[config.mk]
export PLATFORM = sky130hd
export DESIGN_NAME = txdesc_engine
export DESIGN_NICKNAME = d
export VERILOG_FILES = /design/src/rtl/txdesc_pkg.sv /design/src/rtl/txdesc_word_ser.sv /design/src/rtl/txdesc_ctrl.sv /design/src/rtl/txdesc_engine.sv
export SDC_FILE = /design/constraint.sdc
export NUM_CORES = 1
export LEC_CHECK = 0
export BUFFER_PORTS_ARGS = -buffer_cell sky130_fd_sc_hd__buf_2
export CORE_MARGIN = 1.5
export CORE_UTILIZATION = 49
export CTS_BUF_LIST = sky130_fd_sc_hd__clkbuf_2 sky130_fd_sc_hd__clkbuf_4 sky130_fd_sc_hd__clkbuf_8
export DETAILED_ROUTE_END_ITERATION = 12
export PLACE_DENSITY = 0.81
export RECOVER_POWER = 50
export SYNTH_ARGS = -nofsm -noshare
export SYNTH_HDL_FRONTEND = slang
export SYNTH_SLANG_ARGS = --single-unit
[constraint.sdc]
create_clock -name clk -period 3 [get_ports clk]
set_input_delay 0.6 -clock clk [delete_from_list [all_inputs] [get_ports clk]]
set_output_delay 0.6 -clock clk [all_outputs]
set_load 0.01 [all_outputs]
[src/rtl/txdesc_pkg.sv]
package txdesc_pkg;
  localparam int LEN_LSB   = 16;
  localparam int LEN_W     = 16;
  localparam int B_READY   = 15;
  localparam int B_IRQ     = 14;
  localparam int B_WRAP    = 13;
  localparam int B_PAD     = 12;
  localparam int B_CRC     = 11;
  localparam int B_LAST    = 10;
  localparam int B_UNDER   = 9;
  localparam int B_RETLIM  = 8;
  localparam int RETRY_LSB = 4;
  localparam int RETRY_W   = 4;
  localparam int B_NOCARR  = 3;
  localparam int B_COLL    = 2;
  localparam int B_DEFER   = 1;

  typedef enum logic [1:0] {ST_IDLE, ST_WAIT, ST_READ, ST_XMIT} txd_state_e;

  // status word with all per-attempt outcome fields reset
  function automatic logic [31:0] scrub_status(input logic [31:0] s);
    logic [31:0] r;
    r = s;
    r[B_DEFER]  = 1'b0;
    r[B_COLL]   = 1'b0;
    r[B_RETLIM] = 1'b0;
    r[B_UNDER]  = 1'b0;
    r[B_NOCARR] = 1'b0;
    r[RETRY_LSB +: RETRY_W] = '0;
    return r;
  endfunction

  function automatic logic [LEN_W-1:0] pick_min(input logic pad_desc, input logic pad_all,
                                                input logic [LEN_W-1:0] cfg_min,
                                                input logic [LEN_W-1:0] len);
    return (pad_desc || pad_all) ? cfg_min : len;
  endfunction

  function automatic logic [LEN_W-1:0] pick_max(input logic huge,
                                                input logic [LEN_W-1:0] cfg_max,
                                                input logic [LEN_W-1:0] len);
    return huge ? len : cfg_max;
  endfunction

  function automatic logic want_crc(input logic crc_all, input logic crc_flag, input logic last_flag);
    return crc_all || (crc_flag && last_flag);
  endfunction
endpackage

[src/rtl/txdesc_word_ser.sv]
module txdesc_word_ser (
  input  logic       clk,
  input  logic       rst_n,
  input  logic       load,
  input  logic [31:0] word,
  input  logic [2:0] nbytes,
  input  logic       last_word,
  input  logic       tx_ready,
  output logic       tx_valid,
  output logic [7:0] tx_data,
  output logic       tx_last,
  output logic       empty
);
  logic [31:0] word_q;
  logic [1:0]  pos_q;
  logic [2:0]  rem_q;
  logic        last_q;
  logic [7:0]  lane [4];

  for (genvar g = 0; g < 4; g++) begin : g_lane
    assign lane[g] = word_q[31-8*g -: 8];
  end

  assign tx_valid = (rem_q != 3'd0);
  assign tx_data  = lane[pos_q];
  assign tx_last  = last_q && (rem_q == 3'd1);
  assign empty    = (rem_q == 3'd0);

  always_ff @(posedge clk or negedge rst_n) begin
    if (!rst_n) begin
      word_q <= '0;
      pos_q  <= '0;
      rem_q  <= '0;
      last_q <= 1'b0;
    end else if (load) begin
      word_q <= word;
      pos_q  <= '0;
      rem_q  <= nbytes;
      last_q <= last_word;
    end else if (tx_valid && tx_ready) begin
      pos_q <= pos_q + 2'd1;
      rem_q <= rem_q - 3'd1;
    end
  end
endmodule

[src/rtl/txdesc_ctrl.sv]
module txdesc_ctrl
  import txdesc_pkg::*;
#(
  parameter int RING_WORDS = 16,
  parameter int AW = 32,
  localparam int IDXW = $clog2(RING_WORDS)
) (
  input  logic             clk,
  input  logic             rst_n,
  input  logic             cfg_tx_en,
  input  logic             cfg_pad_all,
  input  logic             cfg_huge,
  input  logic             cfg_crc_all,
  input  logic [LEN_W-1:0] cfg_min_len,
  input  logic [LEN_W-1:0] cfg_max_len,
  input  logic             cfg_mask_txb,
  input  logic             cfg_mask_txe,
  output logic [IDXW-1:0]  desc_rd_addr,
  input  logic [31:0]      desc_stat_rdata,
  input  logic [31:0]      desc_ptr_rdata,
  output logic             desc_wr_en,
  output logic [IDXW-1:0]  desc_wr_addr,
  output logic [31:0]      desc_wr_data,
  output logic             mem_req,
  output logic [AW-1:0]    mem_addr,
  input  logic             mem_rvalid,
  input  logic [31:0]      mem_rdata,
  output logic             ser_load,
  output logic [31:0]      ser_word,
  output logic [2:0]       ser_nbytes,
  output logic             ser_last,
  input  logic             ser_empty,
  input  logic             tx_done,
  input  logic             tx_ok,
  output logic [LEN_W-1:0] tx_min_len,
  output logic [LEN_W-1:0] tx_max_len,
  output logic             tx_add_crc,
  output logic             evt_txb,
  output logic             evt_txe,
  output logic             irq
);
  localparam int CW = LEN_W + 1;

  txd_state_e       state_q;
  logic [IDXW-1:0]  idx_q;
  logic [31:0]      stat_q;
  logic [AW-1:0]    ptr_q;
  logic [LEN_W-1:0] len_q;
  logic [CW-1:0]    cnt_q;
  logic             fetch_q;

  function automatic logic [IDXW-1:0] next_idx(input logic [IDXW-1:0] cur, input logic wrap);
    logic [IDXW:0] nx;
    nx = {1'b0, cur} + (IDXW+1)'(2);
    if (wrap || nx >= (IDXW+1)'(RING_WORDS)) return '0;
    return nx[IDXW-1:0];
  endfunction

  // named internal events
  wire [LEN_W-1:0] desc_len  = desc_stat_rdata[LEN_LSB +: LEN_W];
  wire             accept    = (state_q == ST_WAIT) && cfg_tx_en &&
                               desc_stat_rdata[B_READY] && !desc_wr_en;
  wire [CW-1:0]    left      = {1'b0, len_q} - cnt_q;
  wire             word_in   = (state_q == ST_READ) && fetch_q && mem_rvalid;
  wire             drained   = (state_q == ST_READ) && !fetch_q && ser_empty;
  wire             all_read  = (cnt_q >= {1'b0, len_q});
  wire             finish    = (state_q == ST_XMIT) && tx_done;

  assign desc_rd_addr = idx_q;
  assign mem_req      = (state_q == ST_READ) && fetch_q;
  assign mem_addr     = ptr_q + AW'(cnt_q);
  assign ser_load     = word_in;
  assign ser_word     = mem_rdata;
  assign ser_nbytes   = (left >= CW'(4)) ? 3'd4 : left[2:0];
  assign ser_last     = (left <= CW'(4));

  always_ff @(posedge clk or negedge rst_n) begin
    if (!rst_n) begin
      state_q      <= ST_IDLE;
      idx_q        <= '0;
      stat_q       <= '0;
      ptr_q        <= '0;
      len_q        <= '0;
      cnt_q        <= '0;
      fetch_q      <= 1'b0;
      tx_min_len   <= '0;
      tx_max_len   <= '0;
      tx_add_crc   <= 1'b0;
      desc_wr_en   <= 1'b0;
      desc_wr_addr <= '0;
      desc_wr_data <= '0;
      evt_txb      <= 1'b0;
      evt_txe      <= 1'b0;
      irq          <= 1'b0;
    end else begin
      desc_wr_en <= 1'b0;
      evt_txb    <= 1'b0;
      evt_txe    <= 1'b0;
      irq        <= 1'b0;
      unique case (state_q)
        ST_IDLE: if (cfg_tx_en) state_q <= ST_WAIT;
        ST_WAIT: begin
          if (!cfg_tx_en) begin
            state_q <= ST_IDLE;
          end else if (accept) begin
            stat_q     <= scrub_status(desc_stat_rdata);
            ptr_q      <= AW'(desc_ptr_rdata);
            len_q      <= desc_len;
            cnt_q      <= '0;
            fetch_q    <= (desc_len != '0);
            tx_min_len <= pick_min(desc_stat_rdata[B_PAD], cfg_pad_all, cfg_min_len, desc_len);
            tx_max_len <= pick_max(cfg_huge, cfg_max_len, desc_len);
            tx_add_crc <= want_crc(cfg_crc_all, desc_stat_rdata[B_CRC], desc_stat_rdata[B_LAST]);
            state_q    <= ST_READ;
          end
        end
        ST_READ: begin
          if (word_in) begin
            cnt_q   <= cnt_q + CW'(4);
            fetch_q <= 1'b0;
          end else if (drained) begin
            if (all_read) state_q <= ST_XMIT;
            else fetch_q <= 1'b1;
          end
        end
        ST_XMIT: begin
          if (finish) begin
            desc_wr_en   <= 1'b1;
            desc_wr_addr <= idx_q;
            desc_wr_data <= stat_q & ~((32'd1 << B_READY) | (32'd1 << B_COLL));
            evt_txb      <= tx_ok;
            evt_txe      <= !tx_ok;
            irq          <= stat_q[B_IRQ] && (cfg_mask_txb || cfg_mask_txe);
            idx_q        <= next_idx(idx_q, stat_q[B_WRAP]);
            state_q      <= ST_WAIT;
          end
        end
        default: state_q <= ST_IDLE;
      endcase
    end
  end
endmodule

[src/rtl/txdesc_engine.sv]
module txdesc_engine #(
  parameter int RING_WORDS = 16,
  parameter int AW = 32,
  localparam int IDXW = $clog2(RING_WORDS)
) (
  input  logic            clk,
  input  logic            rst_n,
  input  logic            cfg_tx_en,
  input  logic            cfg_pad_all,
  input  logic            cfg_huge,
  input  logic            cfg_crc_all,
  input  logic [15:0]     cfg_min_len,
  input  logic [15:0]     cfg_max_len,
  input  logic            cfg_mask_txb,
  input  logic            cfg_mask_txe,
  output logic [IDXW-1:0] desc_rd_addr,
  input  logic [31:0]     desc_stat_rdata,
  input  logic [31:0]     desc_ptr_rdata,
  output logic            desc_wr_en,
  output logic [IDXW-1:0] desc_wr_addr,
  output logic [31:0]     desc_wr_data,
  output logic            mem_req,
  output logic [AW-1:0]   mem_addr,
  input  logic            mem_rvalid,
  input  logic [31:0]     mem_rdata,
  output logic            tx_valid,
  output logic [7:0]      tx_data,
  output logic            tx_last,
  input  logic            tx_ready,
  output logic [15:0]     tx_min_len,
  output logic [15:0]     tx_max_len,
  output logic            tx_add_crc,
  input  logic            tx_done,
  input  logic            tx_ok,
  output logic            evt_txb,
  output logic            evt_txe,
  output logic            irq
);
  logic        ser_load;
  logic [31:0] ser_word;
  logic [2:0]  ser_nbytes;
  logic        ser_last;
  logic        ser_empty;

  txdesc_ctrl #(.RING_WORDS(RING_WORDS), .AW(AW)) u_ctrl (
    .clk, .rst_n, .cfg_tx_en, .cfg_pad_all, .cfg_huge, .cfg_crc_all,
    .cfg_min_len, .cfg_max_len, .cfg_mask_txb, .cfg_mask_txe,
    .desc_rd_addr, .desc_stat_rdata, .desc_ptr_rdata,
    .desc_wr_en, .desc_wr_addr, .desc_wr_data,
    .mem_req, .mem_addr, .mem_rvalid, .mem_rdata,
    .ser_load, .ser_word, .ser_nbytes, .ser_last, .ser_empty,
    .tx_done, .tx_ok, .tx_min_len, .tx_max_len, .tx_add_crc,
    .evt_txb, .evt_txe, .irq
  );

  txdesc_word_ser u_ser (
    .clk, .rst_n,
    .load(ser_load), .word(ser_word), .nbytes(ser_nbytes), .last_word(ser_last),
    .tx_ready, .tx_valid, .tx_data, .tx_last, .empty(ser_empty)
  );
endmodule

==> results of run 1 <==
==> cell type report <==
| cell class | instances | area [sq um] | share of cell area, % |
|---|---|---|---|
| clock inverter | 12 | 146 | 1.25 |
| timing repair buffer | 287 | 1530 | 13.0 |
| clock buffer | 20 | 269 | 2.29 |
| inverter | 31 | 116 | 0.991 |
| multi-input combinational | 668 | 5000 | 42.6 |
| tap | 234 | 293 | 2.49 |
| sequential | 175 | 4380 | 37.3 |
==> metrics by stage <==
stage          std cells  TNS, ns  power, mW
6_report            1427    -5.61       11.4
5_1_grt             1427    -9.23       12.2
4_1_cts             1424    -6.00       11.2
3_5_place_dp        1385    -1.46       9.40
3_3_place_gp        1385    -1.21       9.20
2_1_floorplan        929        0       7.59
==> logic make-up after synthesis <==
family	Yosys count
muxes	122
adders and majority gates	39
buffers and inverters	86
other	1
and+or+nand+nor	302
DFF	175
AOI/OAI and AO/OA	147
xor gates and xnor gates	45
==> registers in the layout, indices dropped and copies added, names as in the netlist, 2 cells and up <==
register             count
u_ctrl.desc_wr_data     22
u_ser.lane              32
u_ctrl.cnt_q            15
u_ctrl.stat_q            6
u_ctrl.desc_rd_addr      3
u_ctrl.tx_min_len       16
u_ctrl.len_q            16
u_ser.rem_q              3
u_ctrl.tx_max_len       16
u_ctrl.desc_wr_addr      3
u_ser.pos_q              2
u_ctrl.state_q           2
u_ctrl.ptr_q            32
==> power by group <==
| group | switching (mW) | total, mW | leakage [nW] | internal [mW] |
|---|---|---|---|---|
| registers | 0.799 | 4.17 | 2.18 | 3.37 |
| logic | 2.90 | 5.47 | 3.38 | 2.57 |
| clock network | 0.908 | 1.72 | 0.203 | 0.814 |
==> synthesized netlist by cell type (all sizes together), types with 8 or more instances <==
library cell | n | area share (%)
a21o | 9 | 0.72
a21oi | 26 | 1.4
and3 | 9 | 0.65
buf | 21 | 1.5
clkbuf | 34 | 1.4
dfrtp | 175 | 46
ha | 39 | 5.2
inv | 31 | 1.2
mux2 | 81 | 9.7
mux2i | 33 | 3.5
mux4 | 8 | 1.9
nand2 | 168 | 6.7
nand2b | 11 | 0.73
nand3 | 14 | 0.74
nand4 | 14 | 0.93
nor2 | 41 | 1.6
nor3 | 10 | 0.53
o21ai | 63 | 3.4
xnor2 | 34 | 3.2
xor2 | 11 | 1.0
==> worst reg2reg max path, cell delays in order (launching register included) <==
cell      delay (ns)
dfrtp_1         0.44
inv_1           0.06
ha_1            0.45
nand4_1         0.25
or2_2           0.33
a31oi_1         0.20
a21boi_0        0.18
nor4_4          0.37
nand3_2         0.13
o41ai_2         0.29
nand2_1         0.08
==> placed cells by master, fill, tap and decap left out, types with 4 or more instances in the layout <==
cell | netlist | routed
a211oi_1 | 4 | 4
a21boi_0 | 4 | 4
a21o_1 | 9 | 9
a21oi_1 | 25 | 20
a21oi_2 | 1 | 5
and2_1 | 5 | 4
and3_1 | 8 | 8
buf_2 | 3 | 200
buf_4 | 14 | 41
buf_6 | 1 | 4
clkbuf_1 | 34 | 39
clkbuf_8 | 0 | 19
conb_1 | 1 | 13
dfrtp_1 | 175 | 175
ha_1 | 39 | 31
ha_2 | 0 | 4
ha_4 | 0 | 4
inv_1 | 31 | 30
inv_6 | 0 | 5
mux2_2 | 81 | 81
mux2i_1 | 33 | 33
mux4_2 | 8 | 8
nand2_1 | 168 | 168
nand2b_1 | 11 | 11
nand3_1 | 14 | 13
nand4_1 | 14 | 14
nor2_1 | 41 | 36
nor2b_1 | 5 | 5
nor3_1 | 10 | 6
o21a_1 | 5 | 5
o21ai_0 | 60 | 59
or2_2 | 6 | 5
xnor2_1 | 34 | 31
xor2_1 | 11 | 11
==> what timing repair did <==
item / CTS / global route
gates resized for setup: 28 / 31
buffers inserted: 8 / 3
pin swaps: 18 / 19
endpoints found under the setup margin: 24 / 23
==> how the worst max path moves through the flow <==
stage / startpoint / to / cells after the start
final: u_ctrl.cnt_q[3] / mem_addr[29] / 11
after global routing: u_ctrl.cnt_q[3] / mem_addr[27] / 10
after CTS: u_ctrl.cnt_q[3] / mem_addr[31] / 10
after detailed placement: u_ctrl.cnt_q[3] / mem_addr[31] / 10
after global placement: u_ctrl.cnt_q[3] / mem_addr[31] / 10
after floorplan: u_ctrl.cnt_q[8] / mem_addr[25] / 9
==> per-layer routing <==
metal  share of wire [%]  up-vias  track usage [%]
met1                  42     3657             29.6
li1                    -     3699                -
met2                  50      239             40.6
met5                   0        -                0
met4                 2.7        0             8.95
met3                 5.3       41             4.93
==> flow_summary.yaml, run 1 <==
yosys:
  synthXorXnorAreaFrac_pct: 4.18
  ys.flop_type: "dfrtp_1"
  synthCells: 917
  ys_seq_area_share_pct: 46.5
  muxShareOfSynthArea_pct: 15.1
  synthAdderAreaFrac_pct: 5.18
  synth_top_family_by_area: "multiplexers"
  synth_simple_gate_area_share_pct: 14.7
  synthArstFlopShare_pct: 100
  syn_area_sq_um: 9420
  avgSynthCellArea_sq_um: 10.3
  yosys_warnings: 0
  synth_compound_area_share_pct: 10.2
  synth-seq-cells: 175
  synth.distinct_cells: 70
  synth_edf_count: 0
finish:
  final_core_util_pct: 62.5
  syn2layout_area_growth_pct: 24.6
  antennaDiodeCount: 0
  layout-drive-gt1-share_pct: 35.8
  fillCellCount: 1536
  design_area_sq_um: 11700
  layout.nets: 1359
die:
  die-height_um: 142
  fp.dieW_um: 142
  num_rows: 50
  core_sq_um: 18800
  io_pins: 260
  start_util_pct: 50.2
  die-area_sq_um: 20100
clocking:
  cts_hold_buffers: 0
  h-tree-depth: 4
  clk_root_buffer_cell: "clkbuf_8"
  clock_path_buffers: 2
  clk_pin_slew_ns: 0.09
  numCtsBuffers: 17
  clkLatencyLatePin_ns: 0.46
  cts_tree: "built"
  clkSinkCount: 175
worst_setup_path:
  critPathKind: "reg2out"
  cp.required_ns: 2.40
  reg2reg_from: "u_ctrl.cnt_q[9]"
  r2r_slack_ns: 0.10
  crit_family: "simple AND/OR/NAND/NOR gates"
  worstPathMaxFanout: 5
  r2r_cells: 10
  crit_slowest_cell: "dfrtp_1"
  reg2reg_to: "u_ser.rem_q[2]"
  endpoint_kind: "output port"
  critPathLaunchType: "flop"
  path_buf_inv: 2
  cp.arrival_ns: 2.78
  path_cells: "ha_4, a21o_1, a21oi_2, o21ai_2, a41oi_4, nor4b_4, nor2_4, buf_4, nor3_4, xor2_1, buf_2"
  max_stage_delay_ns: 0.43
min_path:
  whs_endpoint: "u_ctrl.evt_txe"
  holdPathStages: 2
  min_from: "tx_ok"
  hold_class: "in2reg"
timing:
  skew_ns: 0.0138
  setup_viol: 20
  tightest_slew_ns: 1.59
  rsz0062_at_grt: "yes"
  maxSlewViolCount: 65
  whs_ns: 0.307
  hold_viol: 0
  fin_crit_ns: 3.38
  slew_headroom_pct: -5.79
  fmax_mhz: 296
  setup_ws_ns: -0.383
  min_period_over_period_pct: 113
route:
  drtPass1Iterations: 6
  avgRoutedWirePerCell_um: 16.4
  drc: 0
  drt-initial-drc-count: 391
  routed_via_density: 5.35
  finalWirelength_mm: 23.4
  ant_nets: 0
  vias: 7636
outcome:
  violations: "max-capacitance violations, max-slew violations, negative setup slack"
  status: "finished with violations"
placement:
  dp_slack_ns: -0.155
  io_buffers: 238
  place_congestion: 0.924
  placed_cell_area_sq_um: 11000
  detailed_place_hpwl_mm: 17.2
power_and_ir_drop:
  leakagePower_nw: 5.76
  vdd_drop_max_mv: 0.426
  power_density_nw_per_um2: 968
grt:
  grt.overflow.total: 0
  track_usage_pct: 23.7
  grt_pass1_vias: 7626
  grt_pass1_wl_mm: 37.6
  grt_max_degree: 121
  antenna_found_initial: 0
run:
  maxCapViolations: 1
(Power assumes the default switching activity.)
==> run 2: changes to the inputs <==
--- a/config.mk
+++ b/config.mk
@@ -7,11 +7,12 @@
 export LEC_CHECK = 0
 export BUFFER_PORTS_ARGS = -buffer_cell sky130_fd_sc_hd__buf_2
 export CORE_MARGIN = 1.5
-export CORE_UTILIZATION = 49
+export CORE_UTILIZATION = 50
 export CTS_BUF_LIST = sky130_fd_sc_hd__clkbuf_2 sky130_fd_sc_hd__clkbuf_4 sky130_fd_sc_hd__clkbuf_8
 export DETAILED_ROUTE_END_ITERATION = 12
-export PLACE_DENSITY = 0.81
+export PLACE_DENSITY = 0.83
 export RECOVER_POWER = 50
 export SYNTH_ARGS = -nofsm -noshare
 export SYNTH_HDL_FRONTEND = slang
+export SYNTH_HIERARCHICAL = 1
 export SYNTH_SLANG_ARGS = --single-unit
==> run 2 against run 1 <==
Compared with the run above:
- the run still ends with max-capacitance violations, max-slew violations, negative setup slack left
- final cell count shrank 2.3%
- combinational power grew 8.2%
- power grew 5.3%
- sequential cell count is the same
- routed wire length shrank 1.7%
- largest power group unchanged
==> flow_summary.yaml, run 2 <==
clocking:
  clock_path_buffers: 2
  clkSinkCount: 175
  h-tree-depth: 4
  cts_tree: "built"
  numCtsBuffers: 17
  clk_root_buffer_cell: "clkbuf_8"
  clkLatencyLatePin_ns: 0.46
  cts_hold_buffers: 0
  clk_pin_slew_ns: 0.10
worst_setup_path:
  endpoint_kind: "output port"
  cp.arrival_ns: 2.95
  critPathLaunchType: "flop"
  reg2reg_from: "u_ctrl/cnt_q[8]"
  crit_start: "u_ctrl/ptr_q[10]"
  cp.required_ns: 2.40
  worstPathMaxFanout: 5
  critPathKind: "reg2out"
  r2r_slack_ns: -0.04
  reg2reg_to: "u_ser/rem_q[1]"
  r2r_cells: 16
die:
  num_rows: 50
  die-height_um: 141
  io_pins: 260
  fp.dieW_um: 141
  start_util_pct: 51.0
  core_sq_um: 18800
  die-area_sq_um: 20000
yosys:
  ys.flop_type: "dfrtp_1"
  synthAdderAreaFrac_pct: 5.09
  synth_compound_area_share_pct: 9.00
  synth_edf_count: 0
  muxShareOfSynthArea_pct: 19.0
  synthTopCellsByCount: "175 x dfrtp_1, 114 x mux2_2, 78 x nand2_1"
  netlist_top_cells_area: "dfrtp_1 46%, mux2_2 13%, ha_1 5.1%, mux2i_1 3.8%, buf_4 3.7%"
  synth.distinct_cells: 62
  yosysTopAreaCell: "dfrtp_1"
  synth_simple_gate_area_share_pct: 10.4
  yosysMostFrequentCell: "dfrtp_1"
  synthArstFlopShare_pct: 100
  yosys_warnings: 6
  avgSynthCellArea_sq_um: 10.9
  synth-seq-cells: 175
  synth_top_family_by_area: "multiplexers"
  synthCells: 879
  syn_area_sq_um: 9580
  synth_top_cell_area_share_pct: 45.7
  synthXorXnorAreaFrac_pct: 4.11
  ys_seq_area_share_pct: 45.7
timing:
  setup_viol: 24
  skew_ns: 0.0139
  setup_tns_ns: -8.10
  rsz0062_at_grt: "yes"
  tightest_slew_ns: 2.48
  fmax_mhz: 282
  hold_viol: 0
  slew_headroom_pct: -65.3
  min_period_over_period_pct: 118
  setup_ws_ns: -0.549
  maxSlewViolCount: 82
  fin_crit_ns: 3.55
power_and_ir_drop:
  leakagePower_nw: 5.79
  power_frac_clock_pct: 15.3
  p_int_mw: 7.33
  pwr-share-seq_pct: 35.3
  sw_frac_of_total_pct: 38.7
  switchingPower_mw: 4.63
  vdd_drop_max_mv: 0.579
  power_density_nw_per_um2: 995
  p_comb_share_pct: 49.5
  fin_total_pwr_mw: 12.0
grt:
  grt_use_met3_pct: 5.03
  grt.overflow.total: 0
  grt_pass1_vias: 7487
  busiest_layer: "met2"
  gr-usage-met1_pct: 27.5
  antenna_found_initial: 0
  track_usage_pct: 22.7
  met2_usage_pct: 40.1
  grt_pass1_wl_mm: 35.9
  grt_max_degree: 104
min_path:
  whs_endpoint: "u_ctrl/evt_txe"
  holdPathStages: 2
  hold_class: "in2reg"
  min_from: "tx_ok"
placement:
  place_congestion: 0.904
  detailed_place_hpwl_mm: 16.5
  io_buffers: 238
  dp_slack_ns: -0.390
  placed_cell_area_sq_um: 11200
finish:
  mostFrequentLayoutCell: "buf_2"
  layout.nets: 1326
  layout-drive-gt1-share_pct: 44.3
  design_area_sq_um: 12000
  final_cell_mix: "207 x buf_2, 175 x dfrtp_1, 114 x mux2_2"
  antennaDiodeCount: 0
  syn2layout_area_growth_pct: 25.6
  final_core_util_pct: 64.1
route:
  routed_via_density: 5.35
  drt-initial-drc-count: 364
  drc: 0
  avgRoutedWirePerCell_um: 16.5
  vias: 7455
  finalWirelength_mm: 23.0
  ant_nets: 0
  drtPass1Iterations: 4
outcome:
  violations: "max-capacitance violations, max-slew violations, negative setup slack"
  status: "finished with violations"
run:
  maxCapViolations: 2
==> run 2: cell types whose count changed after synthesis, moves of 7 or more <==
cell      change
buf_4        +33
clkbuf_1     -12
mux2_2       +33
nand2_1      -90
nand3_1       +7
==> run 2: logic make-up after synthesis <==
| kind of cell | count (synthesis) |
|---|---|
| buffers and inverters | 115 |
| muxes | 158 |
| adders and majority gates | 39 |
| and+or+nand+nor | 208 |
| AOI/OAI and AO/OA | 138 |
| xor gates and xnor gates | 45 |
| DFF | 175 |
| other | 1 |
==> run 2: stage by stage <==
stage               hold WS, ns  instances
floorplan                 0.304        891
global placement          0.456       1348
detailed placement        0.465       1348
CTS                      0.0646       1386
global route              0.291       1394
finish                    0.319       1394
==> run 2: worst max-delay path by stage <==
stage                         to  slack, ns  depth (start not counted)
finish              mem_addr[27]      -0.55                         11
global route        mem_addr[30]      -0.75                         11
CTS                 mem_addr[27]      -0.45                         11
detailed placement  mem_addr[31]      -0.39                         11
global placement    mem_addr[30]      -0.35                         11
floorplan           mem_addr[30]       0.02                          9
==> run 2: timing repair <==
item / in CTS / in global routing
pin swaps: 28 / 27
resized for setup: 48 / 33
endpoints found under the setup margin: 27 / 26
endpoints found under the hold margin: 0 / 0
buffers inserted: 8 / 9
==> run 2: metal layers <==
layer / wire, um / vias up
met3: 1220 / 34
li1: - / 3576
met1: 9550 / 3615
met4: 450 / 0
met5: 0 / -
met2: 11800 / 230
==> run 2: critical path, stage by stage (launching register included) <==
cell and delay, ns:
dfrtp_1 0.44, ha_4 0.30, nand3_4 0.09, nor4_4 0.30
nor2_2 0.10, o211ai_1 0.25, a22oi_1 0.10, buf_4 0.18
nor3_4 0.26, buf_4 0.17, xor2_1 0.15, buf_2 0.15
==> run 2: final cells by class <==
type,instances,area [sq um]
multi-input cells,601,5000
fillers,1425,6740
clock buffers,19,255
clock inverters,13,194
repair buffers,317,1770
flip-flops and latches,175,4380
inverters,35,136
well taps,234,293
==> run 2: power by group through the flow <==
stage	Combinational [mW]	Sequential, mW	Clock [mW]
2_1_floorplan	3.54	4.15	0
3_3_place_gp	5.34	4.13	0
3_5_place_dp	5.54	4.19	0
4_1_cts	5.74	4.19	1.88
5_1_grt	6.46	4.36	1.98
6_report	5.92	4.22	1.83
